### src/rtl/svm5_pkg.sv
package svm5_pkg;

    localparam int LEGS   = 5;
    localparam int NSEG   = 11;
    localparam int NSECT  = 10;
    localparam int SEG_W  = 4;
    localparam int SEC_W  = 4;

    typedef logic [LEGS-1:0]  leg_t;
    typedef logic [SEG_W-1:0] seg_t;
    typedef logic [SEC_W-1:0] sec_t;

    // switch states of one half-period, by number of legs high
    typedef struct packed {
        leg_t one;
        leg_t two;
        leg_t three;
        leg_t four;
    } ramp_t;

    typedef enum logic [1:0] {
        KIND_NULL,
        KIND_FULL,
        KIND_RISE,
        KIND_FALL
    } seg_kind_e;

    localparam ramp_t RAMP_ODD  = '{5'b10000, 5'b11000, 5'b11001, 5'b11101};
    localparam ramp_t RAMP_EVEN = '{5'b01000, 5'b11000, 5'b11100, 5'b11101};

    // about |vl|/(|vl|+|vm|) with |vl|/|vm| = 1.618, in Q0.8
    localparam logic [7:0] SHARE_GOLDEN_Q8 = 8'd158;

    function automatic logic sector_ok(input sec_t s);
        return (s >= sec_t'(1)) && (s <= sec_t'(NSECT));
    endfunction

    function automatic leg_t rot_r(input leg_t v, input logic [2:0] n);
        leg_t r;
        r = v;
        for (int i = 0; i < LEGS; i++) begin
            if (i < int'(n)) r = {r[0], r[LEGS-1:1]};
        end
        return r;
    endfunction

    function automatic ramp_t sector_ramp(input sec_t s);
        sec_t  m;
        ramp_t b;
        ramp_t r;
        m = (s - sec_t'(1)) >> 1;
        b = s[0] ? RAMP_ODD : RAMP_EVEN;
        r.one   = rot_r(b.one,   m[2:0]);
        r.two   = rot_r(b.two,   m[2:0]);
        r.three = rot_r(b.three, m[2:0]);
        r.four  = rot_r(b.four,  m[2:0]);
        return r;
    endfunction

    function automatic seg_kind_e seg_kind(input seg_t g);
        if (g == seg_t'(5))                          return KIND_FULL;
        if (g >= seg_t'(1) && g <= seg_t'(4))        return KIND_RISE;
        if (g >= seg_t'(6) && g <= seg_t'(9))        return KIND_FALL;
        return KIND_NULL;
    endfunction

endpackage

### src/rtl/svm5_dwell_split.sv
module svm5_dwell_split
    import svm5_pkg::*;
#(
    parameter int T_W  = 12,
    parameter int SH_W = 8
) (
    input  logic [T_W-1:0]             ta,
    input  logic [T_W-1:0]             tb,
    input  logic [T_W-1:0]             ts,
    input  logic [SH_W-1:0]            share,
    output logic [NSEG-1:0][T_W-1:0]   dur,
    output logic                       over
);
    localparam int P_W = T_W + SH_W;

    logic [T_W-1:0] tal, tam, tbl, tbm, z, zq, zc;
    logic [T_W:0]   sum_ab;

    always_comb begin
        tal    = T_W'((P_W'(ta) * P_W'(share)) >> SH_W);
        tbl    = T_W'((P_W'(tb) * P_W'(share)) >> SH_W);
        tam    = ta - tal;
        tbm    = tb - tbl;
        sum_ab = {1'b0, ta} + {1'b0, tb};
        over   = sum_ab > {1'b0, ts};
        z      = over ? '0 : (ts - sum_ab[T_W-1:0]);
        zq     = z >> 2;
        zc     = z - (zq << 1);
    end

    always_comb begin
        dur[0] = zq;
        dur[1] = tam;
        dur[2] = tbl;
        dur[3] = tal;
        dur[4] = tbm;
        dur[5] = zc;
        for (int i = 1; i <= 4; i++) dur[NSEG-1-i] = dur[i];
        dur[NSEG-1] = zq;
    end

    always_comb begin
        assert (over || (32'(tam) + 32'(tal) + 32'(tbm) + 32'(tbl) + 32'(zq) * 2 + 32'(zc) == 32'(ts)))
            else $error("AST_SPLIT_FILLS_PERIOD");
    end

endmodule

### src/rtl/svm5_seg_clock.sv
module svm5_seg_clock
    import svm5_pkg::*;
#(
    parameter int D_W = 12,
    localparam int B_W = D_W + 2
) (
    input  logic                      clk,
    input  logic                      rst,
    input  logic                      load,
    input  logic [NSEG-1:0][D_W-1:0]  dur,
    output seg_t                      seg,
    output logic                      run
);
    logic [NSEG-1:0][B_W-1:0] acc, bnd;
    logic [B_W-1:0]           tcnt;

    always_comb begin
        logic [B_W-1:0] sum;
        sum = '0;
        for (int i = 0; i < NSEG; i++) begin
            sum    = sum + B_W'(dur[i]);
            acc[i] = sum;
        end
    end

    always_ff @(posedge clk) begin
        if (rst) begin
            bnd  <= '0;
            tcnt <= '0;
            run  <= 1'b0;
        end else if (load) begin
            bnd  <= acc;
            tcnt <= '0;
            run  <= 1'b1;
        end else if (run && (tcnt < bnd[NSEG-1])) begin
            tcnt <= tcnt + B_W'(1);
        end
    end

    // segment index = number of segment ends already passed
    always_comb begin
        seg_t cnt;
        cnt = '0;
        for (int i = 0; i < NSEG; i++) begin
            if (tcnt >= bnd[i]) cnt = cnt + seg_t'(1);
        end
        seg = cnt;
    end

    AST_CNT_BOUND:    assert property (@(posedge clk) disable iff (rst)
                          run |-> (tcnt <= bnd[NSEG-1])) else $error("cnt bound");
    AST_OUTER_EQUAL:  assert property (@(posedge clk) disable iff (rst)
                          run |-> ((bnd[NSEG-1] - bnd[NSEG-2]) == bnd[0])) else $error("outer");
    AST_MIRROR:       assert property (@(posedge clk) disable iff (rst)
                          run |-> ((bnd[6] - bnd[5]) == (bnd[4] - bnd[3]))) else $error("mirror");
    AST_LOAD_RESTART: assert property (@(posedge clk) disable iff (rst)
                          load |=> (tcnt == '0 && run)) else $error("restart");

endmodule

### src/rtl/svm5_leg_map.sv
module svm5_leg_map
    import svm5_pkg::*;
(
    input  sec_t  sector,
    input  seg_t  seg,
    input  logic  run,
    output leg_t  legs
);
    ramp_t     r;
    seg_kind_e k;
    leg_t      pick;

    always_comb begin
        r = sector_ramp(sector);
        k = seg_kind(seg);
        unique case (k)
            KIND_FULL: pick = '1;
            KIND_RISE: begin
                case (seg)
                    seg_t'(1): pick = r.one;
                    seg_t'(2): pick = r.two;
                    seg_t'(3): pick = r.three;
                    default:   pick = r.four;
                endcase
            end
            KIND_FALL: begin
                case (seg)
                    seg_t'(6): pick = r.four;
                    seg_t'(7): pick = r.three;
                    seg_t'(8): pick = r.two;
                    default:   pick = r.one;
                endcase
            end
            default:   pick = '0;
        endcase
        legs = (run && sector_ok(sector)) ? pick : '0;
    end

endmodule

### src/rtl/svm5_seq.sv
module svm5_seq
    import svm5_pkg::*;
#(
    parameter int T_W  = 12,
    parameter int SH_W = 8
) (
    input  logic            clk,
    input  logic            rst,
    input  logic            smp_stb,
    input  logic [3:0]      sector,
    input  logic [T_W-1:0]  dwell_a,
    input  logic [T_W-1:0]  dwell_b,
    input  logic [T_W-1:0]  period,
    input  logic [SH_W-1:0] lg_share,
    output logic [4:0]      gate_hi,
    output logic [4:0]      gate_lo,
    output logic            ovm
);
    logic [NSEG-1:0][T_W-1:0] dur;
    logic                     over_now;
    sec_t                     sector_q;
    logic                     over_q;
    seg_t                     seg;
    logic                     run;
    leg_t                     legs;

    svm5_dwell_split #(.T_W(T_W), .SH_W(SH_W)) u_split (
        .ta    (dwell_a),
        .tb    (dwell_b),
        .ts    (period),
        .share (lg_share),
        .dur   (dur),
        .over  (over_now)
    );

    always_ff @(posedge clk) begin
        if (rst) begin
            sector_q <= '0;
            over_q   <= 1'b0;
        end else if (smp_stb) begin
            sector_q <= sector;
            over_q   <= over_now;
        end
    end

    svm5_seg_clock #(.D_W(T_W)) u_clock (
        .clk  (clk),
        .rst  (rst),
        .load (smp_stb),
        .dur  (dur),
        .seg  (seg),
        .run  (run)
    );

    svm5_leg_map u_map (
        .sector (sector_q),
        .seg    (seg),
        .run    (run),
        .legs   (legs)
    );

    assign gate_hi = legs;
    assign gate_lo = ~legs;
    assign ovm     = over_q;

    AST_BAD_SECTOR: assert property (@(posedge clk) disable iff (rst)
                        !sector_ok(sector_q) |-> (gate_hi == '0)) else $error("bad sector");
    AST_IDLE_LOW:   assert property (@(posedge clk) disable iff (rst)
                        !run |-> (gate_hi == '0 && !ovm)) else $error("idle");
    AST_OVM_HELD:   assert property (@(posedge clk) disable iff (rst)
                        !smp_stb |=> $stable(ovm)) else $error("ovm held");
    AST_CENTER_ALL: assert property (@(posedge clk) disable iff (rst)
                        (run && sector_ok(sector_q) && seg == seg_t'(5)) |-> (gate_hi == '1)) else $error("centre");

endmodule

### config.mk
export PLATFORM = sky130hd
export DESIGN_NAME = svm5_seq
export DESIGN_NICKNAME = d
export VERILOG_FILES = /design/src/rtl/svm5_pkg.sv /design/src/rtl/svm5_dwell_split.sv /design/src/rtl/svm5_seg_clock.sv /design/src/rtl/svm5_leg_map.sv /design/src/rtl/svm5_seq.sv
export SDC_FILE = /design/constraint.sdc
export NUM_CORES = 1
export LEC_CHECK = 0
export BUFFER_PORTS_ARGS = -buffer_cell sky130_fd_sc_hd__buf_2
export CORE_ASPECT_RATIO = 0.6
export CORE_MARGIN = 2
export CORE_UTILIZATION = 50
export DETAILED_ROUTE_END_ITERATION = 8
export PLACE_DENSITY = 0.77
export SLEW_MARGIN = 40
export SYNTH_ARGS = -nofsm -noshare
export SYNTH_HDL_FRONTEND = slang
export SYNTH_SLANG_ARGS = --single-unit
### constraint.sdc
create_clock -name clk -period 16.2 [get_ports clk]
set_input_delay 0 -clock clk [delete_from_list [all_inputs] [get_ports clk]]
set_output_delay 0 -clock clk [all_outputs]
set_load 0.02 [all_outputs]
Word level (Yosys, flattened, before mapping)
Cells that the tools add are included.
W data, S select, Z words.
{ "classes": {"addsub": 27, "div": 0, "shift": 0, "n_mux": 49, "bitwise": 1, "n_reduce_logical": 6, "mul": 2, "magnitude_cmp": 24, "eq_ne": 10} }
{ "ops": {"columns": ["operator", "count"], "rows": [
  ["$ge A14 B14 Y1", 10],
  ["$add A14 B12 Y14", 8],
  ["$mux W5", 21],
  ["$pmux W5 S3", 3],
  ["$mul A12 B8 Y20", 2],
  ["$mux W4", 10],
  ["$add A4 B1 Y4 const B", 9],
  ["$sub A12 B12 Y12", 3],
  ["$mux W20", 1],
  ["$add A14 B1 Y14 const B", 1],
  ["$add A14 B10 Y14", 1],
  ["$ge A14 B10 Y1", 1],
  ["$lt A14 B14 Y1", 1],
  ["$add A10 B12 Y13", 1],
  ["$add A12 B12 Y13", 1],
  ["$gt A13 B12 Y1", 1],
  ["$eq A4 B3 Y1 const B", 3],
  ["$mux W12", 1],
  ["$mux W2", 6],
  ["$sub A12 B11 Y12", 1],
  ["$eq A4 B2 Y1 const B", 2],
  ["$ge A4 B1 Y1 const B", 2],
  ["$le A4 B4 Y1 const B", 2],
  ["$mux W1", 7],
  ["14 further kinds", 21]
]} }
{ "word_totals": {"inputBits": 51, "mem_bits_rw": 0, "memories": 0, "mem_bits_ro": 0, "word_cells": 134, "register_bits": 170, "latch_bits": 0} }

Logic depth before layout (Yosys ltp)
Gate-level depths: netlist of the first run.
{ "logic_depth": {"word_depth": 35, "ltp_mapped": 65, "mapped_depth_nobuf": 64} }

By module
From an unflattened synthesis of the first run, not the netlist that was laid out.
{ "hier_totals": {"cells_unflattened": 3215, "area_unflattened_um2": 26043.7} }
{ "by_module_without_submodules": {"columns": ["mod", "cells_each", "seq_area_each_um2", "area_per_inst_um2", "n_inst"], "rows": [
  ["svm5_seg_clock", 1886, 3323.2, 15598.7, 1],
  ["svm5_dwell_split", 1117, 0.0, 9044.9, 1],
  ["svm5_leg_map", 191, 0.0, 1201.2, 1],
  ["svm5_seq", 21, 100.1, 198.9, 1]
]} }

Worst setup path before layout of the first run
OpenSTA, ideal clock, no wires.
{ "synth_path": {"kind": "input -> register", "start": "input dwell_a[2]", "end": "register u_clock.bnd[153] (netlist bit)", "setup_slack_ns": 3.449, "n_path_buf": 1, "arrival_ns": 12.623, "cell_stages": 61, "required_time_ns": 16.072, "cell_sequence": "clkbuf_1 and2_1 fa_1 fa_1 fa_1 inv_1 fa_1 inv_1 ha_1 o21ai_1 o31ai_1 a31oi_2 nor2b_1 nor2b_1 nor2_1 xnor2_1 inv_1 ha_1 (+25 left out) ha_1 xnor2_1 ha_1 nand3_1 a211oi_1 nor3_1 xnor2_1 ha_1 o21a_1 or2_2 xor2_1 ha_1 o21a_1 o21ai_0 xnor2_1 xor3_1 mux2i_1 nor2_1"} }
{ "synth_rtl": {"columns": ["element", "line", "text"], "rows": [
  ["from (decl)", "svm5_seq.sv:11", "input logic [T_W-1:0] dwell_a,"],
  ["to (signal assigned)", "svm5_seg_clock.sv:28", "bnd <= '0;"],
  ["to (signal assigned)", "svm5_seg_clock.sv:32", "bnd <= acc;"],
  ["to (decl)", "svm5_seg_clock.sv:14", "logic [NSEG-1:0][B_W-1:0] acc, bnd;"]
]} }

==> metrics.txt, run 1 <==
# TYPE chip_impl_metric gauge
chip_impl_metric{name="seq_area_frac_synth",unit="%"} 13.8
chip_impl_metric{name="skew",unit="ns"} 0.0161
chip_impl_metric{name="worst_setup_hold_path_clk_slew",unit="ns"} 0.07
chip_impl_metric{name="drc_violation_count_after_routing",unit=""} 0
chip_impl_info{name="grt_setup_unrepaired",value="false"} 1
chip_impl_metric{name="number_of_global_route_vias_before_repair",unit=""} 19900
chip_impl_info{name="run_status",value="finished clean"} 1
chip_impl_metric{name="nets",unit=""} 3579
chip_impl_metric{name="floorplan.die.height",unit="microns"} 175
chip_impl_metric{name="io_buffer_count",unit=""} 61
chip_impl_metric{name="tightest_slew",unit="ns"} 0.893
chip_impl_metric{name="timing.critical_path.slowest_cell_delay",unit="ns"} 0.57
chip_impl_metric{name="wire_per_inst",unit="microns"} 20.0
chip_impl_metric{name="detailed_place_hpwl",unit="microns"} 58400
chip_impl_info{name="timing.critical_path.from",value="lg_share[6]"} 1
chip_impl_metric{name="remaining_number_of_nets_flagged_by_the_antenna_check_after_routing",unit=""} 0
chip_impl_metric{name="timing.setup.tns",unit="ns"} 0
chip_impl_metric{name="antenna_found_initial",unit=""} 0
chip_impl_metric{name="post-cts-setup-buffers",unit=""} 0
chip_impl_metric{name="slew_viol_final",unit=""} 0
chip_impl_metric{name="critPathMaxFanout",unit=""} 24
chip_impl_info{name="crit_path_end",value="u_clock.bnd[153]"} 1
chip_impl_info{name="final_cell_mix",value="sky130_fd_sc_hd__inv_1 (419), sky130_fd_sc_hd__ha_1 (419), sky130_fd_sc_hd__nor2_1 (258), sky130_fd_sc_hd__a21oi_1 (179), sky130_fd_sc_hd__dfxtp_1 (169)"} 1
chip_impl_metric{name="via_density_per_instance",unit=""} 5.79
chip_impl_metric{name="initial_core_util",unit="%"} 50.9
chip_impl_metric{name="core.rowCount",unit=""} 62
chip_impl_metric{name="number_of_top_level_pins",unit=""} 62
chip_impl_metric{name="post_route_cells_drive_above_1_share",unit="%"} 5.82
chip_impl_metric{name="maximum_number_of_pins_on_one_net_before_global_route_repair",unit=""} 92
chip_impl_metric{name="remaining_global_route_overflow",unit=""} 0
chip_impl_info{name="synth_ff_type",value="sky130_fd_sc_hd__dfxtp_1"} 1
chip_impl_metric{name="placeableCoreArea",unit="sq mm"} 0.0481
chip_impl_info{name="cts_tree",value="built"} 1
chip_impl_metric{name="ctsHtreeMaxLevel",unit=""} 4
chip_impl_metric{name="synth_async_sr_flop_share",unit="%"} 0
chip_impl_metric{name="drt_wl_total",unit="microns"} 72700
chip_impl_metric{name="post_cts.resized_instances",unit=""} 0
chip_impl_info{name="setup.worst_path.end_class",value="flip-flop"} 1
chip_impl_metric{name="synth_warnings",unit=""} 0
chip_impl_metric{name="final_period_minus_worst_setup_slack",unit="ns"} 15.04
chip_impl_metric{name="synth-edff-count",unit=""} 0
chip_impl_metric{name="n_antenna_cell",unit=""} 0
chip_impl_metric{name="route.vias.total",unit=""} 21000
chip_impl_metric{name="synth_area",unit="sq mm"} 0.0245
chip_impl_metric{name="synth.distinct_cells",unit=""} 98
chip_impl_info{name="crit_path_frequent_cell",value="sky130_fd_sc_hd__ha_1"} 1
chip_impl_metric{name="clock_latency",unit="ns"} 0.47
chip_impl_metric{name="slew_headroom",unit="%"} 40.3
chip_impl_info{name="cts_root_buffer",value="sky130_fd_sc_hd__clkbuf_16"} 1
chip_impl_metric{name="grtUsageTotal",unit="%"} 29.2
chip_impl_metric{name="clock.fmax",unit="GHz"} 0.0665
chip_impl_metric{name="wire_length_of_the_first_global_routing_pass",unit="microns"} 115000
chip_impl_metric{name="drt_first_pass_iters",unit=""} 6
chip_impl_metric{name="routabilityCongestion",unit=""} 1.05
chip_impl_info{name="worst_setup_path_start_kind",value="primary input"} 1
chip_impl_metric{name="mappedNetlistNets",unit=""} 3533
chip_impl_metric{name="total_setup_violations_reported_at_the_end_of_the_flow",unit=""} 0
chip_impl_info{name="worst_r2r_endpoint",value="u_clock.tcnt[11]"} 1
chip_impl_metric{name="final_min_period_over_clock_period",unit="%"} 92.8
chip_impl_metric{name="fp.dieArea",unit="sq mm"} 0.0508
chip_impl_metric{name="clock_sinks",unit=""} 169
chip_impl_metric{name="drv_cap",unit=""} 0
chip_impl_metric{name="synthesized_area_divided_by_synthesized_cell_count",unit="sq um"} 8.34
chip_impl_metric{name="reg2reg_slack",unit="ns"} 12.54
chip_impl_metric{name="cts-root-to-sink-buffers",unit=""} 2
chip_impl_metric{name="area.growth.synth_to_final",unit="%"} 7.48
chip_impl_metric{name="reg2reg_depth",unit=""} 12
chip_impl_metric{name="final_hold_viol_count",unit=""} 0
chip_impl_info{name="hold_class",value="in -> reg"} 1
chip_impl_info{name="worst_path_dominant_cell_family",value="adder cells"} 1
chip_impl_metric{name="drtIter0Drc",unit=""} 2314
chip_impl_info{name="crit_type",value="in -> reg"} 1
chip_impl_metric{name="cts.hold.buffers_added",unit=""} 8
chip_impl_metric{name="tritoncts.num_buffers",unit=""} 17
chip_impl_metric{name="ys_ff_latch",unit=""} 169
chip_impl_metric{name="crit_required",unit="ns"} 16.52
chip_impl_metric{name="layout.filler_cells",unit=""} 4389
chip_impl_info{name="reg2reg_from",value="u_clock.tcnt[5]"} 1
chip_impl_metric{name="floorplan.die.width",unit="microns"} 290
chip_impl_metric{name="worst-path-buf-inv",unit=""} 5
chip_impl_metric{name="critical_path_depth",unit=""} 61
chip_impl_metric{name="postSynthCellCount",unit=""} 2932
chip_impl_info{name="crit_slowest_cell",value="sky130_fd_sc_hd__a2111oi_2"} 1
chip_impl_metric{name="hold_path_depth",unit=""} 4
chip_impl_metric{name="worst_ep_arrival_time",unit="ns"} 15.36
## registers in the layout, indices dropped and copies added, names as in the netlist
signal	cells
sector_q	4
u_clock.bnd	149
u_clock.run	1
u_clock.tcnt	14
ovm	1
## worst register-to-register path: stages, from the launching register on
cell and delay, ns:
sky130_fd_sc_hd__dfxtp_1 0.49, sky130_fd_sc_hd__buf_4 0.32, sky130_fd_sc_hd__ha_1 0.29, sky130_fd_sc_hd__nand4_1 0.15
sky130_fd_sc_hd__o211ai_1 0.16, sky130_fd_sc_hd__a21o_1 0.20, sky130_fd_sc_hd__a21oi_1 0.13, sky130_fd_sc_hd__o31ai_1 0.09
sky130_fd_sc_hd__nor3b_1 0.58, sky130_fd_sc_hd__and4_1 0.37, sky130_fd_sc_hd__nand4_1 0.27, sky130_fd_sc_hd__or3_1 0.38
sky130_fd_sc_hd__a21oi_1 0.14
## per-stage QoR
| stage | instances | area (sq um) | hold slack [ns] | utilization [%] | setup WS (ns) |
|---|---|---|---|---|---|
| global placement | 3588 | 25500 | 0.235 | 53.0 | 1.21 |
| CTS | 3629 | 26300 | 0.131 | 54.6 | 1.43 |
| finish | 3630 | 26300 | 0.169 | 54.7 | 1.16 |
| detailed placement | 3590 | 25600 | 0.250 | 53.2 | 1.12 |
| floorplan | 2932 | 24500 | 0.147 | - | 3.45 |
| global route | 3630 | 26300 | 0.165 | 54.7 | 0.0868 |
## kinds of logic after synthesis
family / after synthesis / synth area share, %
AND/OR/NAND/NOR: 769 / 15.5
AO/OA/AOI/OAI: 569 / 15.5
adder cells (fa/ha/maj): 554 / 32.3
buffers and inverters: 491 / 7.57
XOR/XNOR: 226 / 8.97
flip-flops: 169 / 13.8
multiplexers: 154 / 6.34
## cells in the mapped netlist (6+ instances only)
cell type                  number  area share, %
sky130_fd_sc_hd__buf_1         11           0.17
sky130_fd_sc_hd__mux2i_1      147            6.0
sky130_fd_sc_hd__a21oi_1      180            3.7
sky130_fd_sc_hd__or2_2          9           0.23
sky130_fd_sc_hd__nand3_1       38           0.78
sky130_fd_sc_hd__xor2_1        63            2.3
sky130_fd_sc_hd__o31ai_1        6           0.18
sky130_fd_sc_hd__xnor2_1      146            5.2
sky130_fd_sc_hd__o211ai_1       7           0.21
sky130_fd_sc_hd__nor2b_1       34           0.87
sky130_fd_sc_hd__nand4_1       35           0.90
sky130_fd_sc_hd__a31oi_1       12           0.31
sky130_fd_sc_hd__nor3b_1        8           0.25
sky130_fd_sc_hd__clkbuf_1      57           0.87
sky130_fd_sc_hd__o21a_1        33            1.0
sky130_fd_sc_hd__nor3_1        27           0.55
sky130_fd_sc_hd__inv_1        419            6.4
sky130_fd_sc_hd__a21o_1        87            2.7
sky130_fd_sc_hd__mux2_2         7           0.32
sky130_fd_sc_hd__a21boi_0       6           0.18
sky130_fd_sc_hd__fa_1         131             11
sky130_fd_sc_hd__nor2_1       258            4.0
sky130_fd_sc_hd__and4_1         7           0.25
sky130_fd_sc_hd__o21ai_1       10           0.20
sky130_fd_sc_hd__or3_1          8           0.20
sky130_fd_sc_hd__o21ai_0       69            1.4
sky130_fd_sc_hd__and2_1       130            3.3
sky130_fd_sc_hd__o21bai_1      56            1.7
sky130_fd_sc_hd__and3_1        13           0.33
sky130_fd_sc_hd__ha_1         419             21
sky130_fd_sc_hd__a211oi_1      25           0.77
sky130_fd_sc_hd__nand2_1      153            2.3
sky130_fd_sc_hd__nand2b_1      26           0.66
sky130_fd_sc_hd__dfxtp_1      169             14
sky130_fd_sc_hd__xnor3_1        6           0.55
## area by class of cell
class / instances / area (sq um) / share of cell area (%)
clock buffer: 17 / 425 / 1.62
tap: 640 / 801 / 3.05
timing repair buffer: 98 / 663 / 2.52
inverter: 420 / 1580 / 6.01
sequential: 169 / 3380 / 12.9
multi-input combinational: 2272 / 19300 / 73.3
clock inverter: 14 / 180 / 0.685
## worst min-delay path by stage
stage | slack (ns) | startpoint | to
2_1_floorplan | 0.15 | sector[3] | sector_q[3]
3_3_place_gp | 0.23 | sector[2] | sector_q[2]
3_5_place_dp | 0.25 | rst | sector_q[3]
4_1_cts | 0.13 | smp_stb | u_clock.bnd[30]
5_1_grt | 0.17 | smp_stb | u_clock.bnd[30]
6_report | 0.17 | smp_stb | u_clock.bnd[9]
## layer usage
layer	routed length [microns]	up-vias	global-route usage, %
met1	34600	9901	44.8
met4	850	0	3.89
met2	26300	1014	37.5
met3	11000	69	13.0
met5	0	-	0
li1	-	10000	-
Power of run 1 is left out: the tool's default activity adds up to more than one toggle a clock period on the data nets, which glitch-free logic cannot reach.
==> run 2: changes to the inputs <==
--- a/config.mk
+++ b/config.mk
@@ -11,6 +11,7 @@
 export CORE_UTILIZATION = 50
 export DETAILED_ROUTE_END_ITERATION = 8
 export PLACE_DENSITY = 0.77
+export RECOVER_POWER = 25
 export SLEW_MARGIN = 40
 export SYNTH_ARGS = -nofsm -noshare
 export SYNTH_HDL_FRONTEND = slang
==> constraint.sdc (replaced) <==
create_clock -name clk -period 16.2 [get_ports clk]
set_input_delay 1.62 -clock clk [delete_from_list [all_inputs] [get_ports clk]]
set_output_delay 1.62 -clock clk [all_outputs]
set_load 0.02 [all_outputs]
==> metrics.txt, run 2 (synthesis results as in run 1) <==
# TYPE chip_impl_metric gauge
chip_impl_info{name="run_status",value="complete, but fails checks"} 1
chip_impl_info{name="failed_checks",value="max-capacitance violations, max-slew violations"} 1
chip_impl_metric{name="timing.critical_path.slowest_cell_delay",unit="ns"} 0.51
chip_impl_metric{name="wire_length_of_the_first_global_routing_pass",unit="microns"} 112000
chip_impl_metric{name="drc_violation_count_after_routing",unit=""} 0
chip_impl_metric{name="clock.fmax",unit="GHz"} 0.0647
chip_impl_metric{name="core.rowCount",unit=""} 62
chip_impl_metric{name="via_density_per_instance",unit=""} 5.74
chip_impl_metric{name="route.vias.total",unit=""} 21000
chip_impl_info{name="crit_slowest_cell",value="sky130_fd_sc_hd__fa_1"} 1
chip_impl_info{name="cts_tree",value="built"} 1
chip_impl_info{name="crit_path_frequent_cell",value="sky130_fd_sc_hd__o21a_1"} 1
chip_impl_metric{name="maximum_number_of_pins_on_one_net_before_global_route_repair",unit=""} 99
chip_impl_metric{name="drt_wl_total",unit="microns"} 71500
chip_impl_info{name="registers.top_by_ff_count",value="u_clock.bnd"} 1
chip_impl_metric{name="floorplan.die.height",unit="microns"} 175
chip_impl_metric{name="wire_per_inst",unit="microns"} 19.6
chip_impl_info{name="layout_top_registers",value="u_clock.bnd (149), u_clock.tcnt (14), sector_q (4)"} 1
chip_impl_info{name="worst_setup_path_start_kind",value="primary input"} 1
chip_impl_metric{name="skew",unit="ns"} 0.0127
chip_impl_metric{name="antenna_found_initial",unit=""} 1
chip_impl_metric{name="routabilityCongestion",unit=""} 0.995
chip_impl_metric{name="fp.dieArea",unit="sq mm"} 0.0508
chip_impl_info{name="cts_root_buffer",value="sky130_fd_sc_hd__clkbuf_16"} 1
chip_impl_info{name="setup.worst_path.end_class",value="flip-flop"} 1
chip_impl_metric{name="remaining_global_route_overflow",unit=""} 0
chip_impl_metric{name="slew_headroom",unit="%"} -101
chip_impl_metric{name="clock_latency",unit="ns"} 0.48
chip_impl_metric{name="multi_input_area",unit="sq mm"} 0.0193
chip_impl_metric{name="number_of_top_level_pins",unit=""} 62
chip_impl_metric{name="final_hold_viol_count",unit=""} 0
chip_impl_metric{name="detailedPlace.worstSlack",unit="ns"} 0.244
chip_impl_metric{name="ctsHtreeMaxLevel",unit=""} 4
chip_impl_metric{name="fin_area",unit="sq mm"} 0.0265
chip_impl_metric{name="largest_register_ff_count",unit=""} 149
chip_impl_metric{name="post_route_cells_drive_above_1_share",unit="%"} 6.86
chip_impl_metric{name="worst-path-buf-inv",unit=""} 5
chip_impl_metric{name="layout.filler_cells",unit=""} 4339
chip_impl_metric{name="post_place_instance_area",unit="sq mm"} 0.0258
chip_impl_metric{name="tritoncts.num_buffers",unit=""} 17
chip_impl_metric{name="total_setup_violations_reported_at_the_end_of_the_flow",unit=""} 0
chip_impl_metric{name="drt_first_pass_iters",unit=""} 6
chip_impl_metric{name="tightest_slew",unit="ns"} 3.01
chip_impl_metric{name="worst_ep_arrival_time",unit="ns"} 15.79
chip_impl_metric{name="floorplan.die.width",unit="microns"} 290
chip_impl_metric{name="reg2reg_slack",unit="ns"} 12.56
chip_impl_metric{name="io_buffer_count",unit=""} 61
chip_impl_info{name="crit_type",value="in -> reg"} 1
chip_impl_metric{name="post-route-worst-setup-slack",unit="ns"} 0.738
chip_impl_metric{name="crit_required",unit="ns"} 16.53
chip_impl_metric{name="area.growth.synth_to_final",unit="%"} 8.28
chip_impl_metric{name="clock_sinks",unit=""} 169
chip_impl_metric{name="initial_core_util",unit="%"} 50.9
chip_impl_metric{name="remaining_number_of_nets_flagged_by_the_antenna_check_after_routing",unit=""} 0
chip_impl_metric{name="placeableCoreArea",unit="sq mm"} 0.0481
chip_impl_metric{name="number_of_global_route_vias_before_repair",unit=""} 19500
chip_impl_metric{name="n_antenna_cell",unit=""} 0
chip_impl_info{name="worst_path_dominant_cell_family",value="adder cells"} 1
chip_impl_info{name="final_cell_mix",value="sky130_fd_sc_hd__inv_1 (419), sky130_fd_sc_hd__ha_1 (419), sky130_fd_sc_hd__nor2_1 (258), sky130_fd_sc_hd__a21oi_1 (180), sky130_fd_sc_hd__dfxtp_1 (168)"} 1
chip_impl_info{name="hold_class",value="reg -> reg"} 1
chip_impl_metric{name="slew_viol_final",unit=""} 60
chip_impl_metric{name="final_period_minus_worst_setup_slack",unit="ns"} 15.46
chip_impl_metric{name="drv_cap",unit=""} 1
chip_impl_metric{name="detailed_place_hpwl",unit="microns"} 57800
chip_impl_metric{name="final_min_period_over_clock_period",unit="%"} 95.4
chip_impl_metric{name="drtIter0Drc",unit=""} 2096
chip_impl_metric{name="flip_flop_and_latch_area",unit="sq mm"} 0.00338
chip_impl_metric{name="nets",unit=""} 3604
chip_impl_metric{name="cts-root-to-sink-buffers",unit=""} 2
chip_impl_metric{name="critPathMaxFanout",unit=""} 13
chip_impl_metric{name="grtUsageTotal",unit="%"} 28.6
chip_impl_metric{name="worst_setup_hold_path_clk_slew",unit="ns"} 0.07
run 2: final cells by class:
type                       instances  share of cell area (%)
clock buffer                      17                    1.61
clock inverter                    15                   0.751
inverter                         420                    5.96
multi-input combinational       2272                    72.8
sequential                       169                    12.8
tap                              640                    3.02
timing repair buffer             123                    3.05
run 2: timing repair:
item,in CTS,in global routing
buffers inserted,0,3
hold buffers,0,0
gates resized for setup,0,11
setup endpoints to repair,0,6
run 2: worst min-delay path, cell delays in order (launching register included):
cell,delay (ns)
sky130_fd_sc_hd__dfxtp_1,0.32
sky130_fd_sc_hd__nor2_1,0.08
sky130_fd_sc_hd__a211oi_1,0.05
run 2: final timing paths:
path                                       from                to  cells past startpoint
worst min register to register  u_clock.bnd[83]   u_clock.bnd[83]                      2
worst max register to register  u_clock.tcnt[3]   u_clock.tcnt[9]                     14
worst max-delay path                 dwell_b[0]  u_clock.bnd[153]                     61
worst min-delay path            u_clock.bnd[83]   u_clock.bnd[83]                      2
run 2: through the flow:
| step | std cells | setup TNS, ns | utilization [%] | hold slack, ns |
|---|---|---|---|---|
| after floorplan | 2932 | 0 | - | 0.440 |
| after global placement | 3619 | 0 | 53.5 | 0.474 |
| after detailed placement | 3620 | 0 | 53.6 | 0.480 |
| after CTS | 3652 | 0 | 54.9 | 0.490 |
| after global routing | 3656 | -0.0117 | 55.1 | 0.510 |
| final | 3656 | 0 | 55.1 | 0.492 |
run 2: layer usage:
layer / wire length (microns) / track usage [%] / vias up
li1: - / - / 10100
met1: 34300 / 43.9 / 9843
met2: 26000 / 36.3 / 982
met3: 10400 / 12.2 / 69
met4: 741 / 4.66 / 2
met5: 86 / 1.25 / -
Power of run 2 is left out for the same reason.
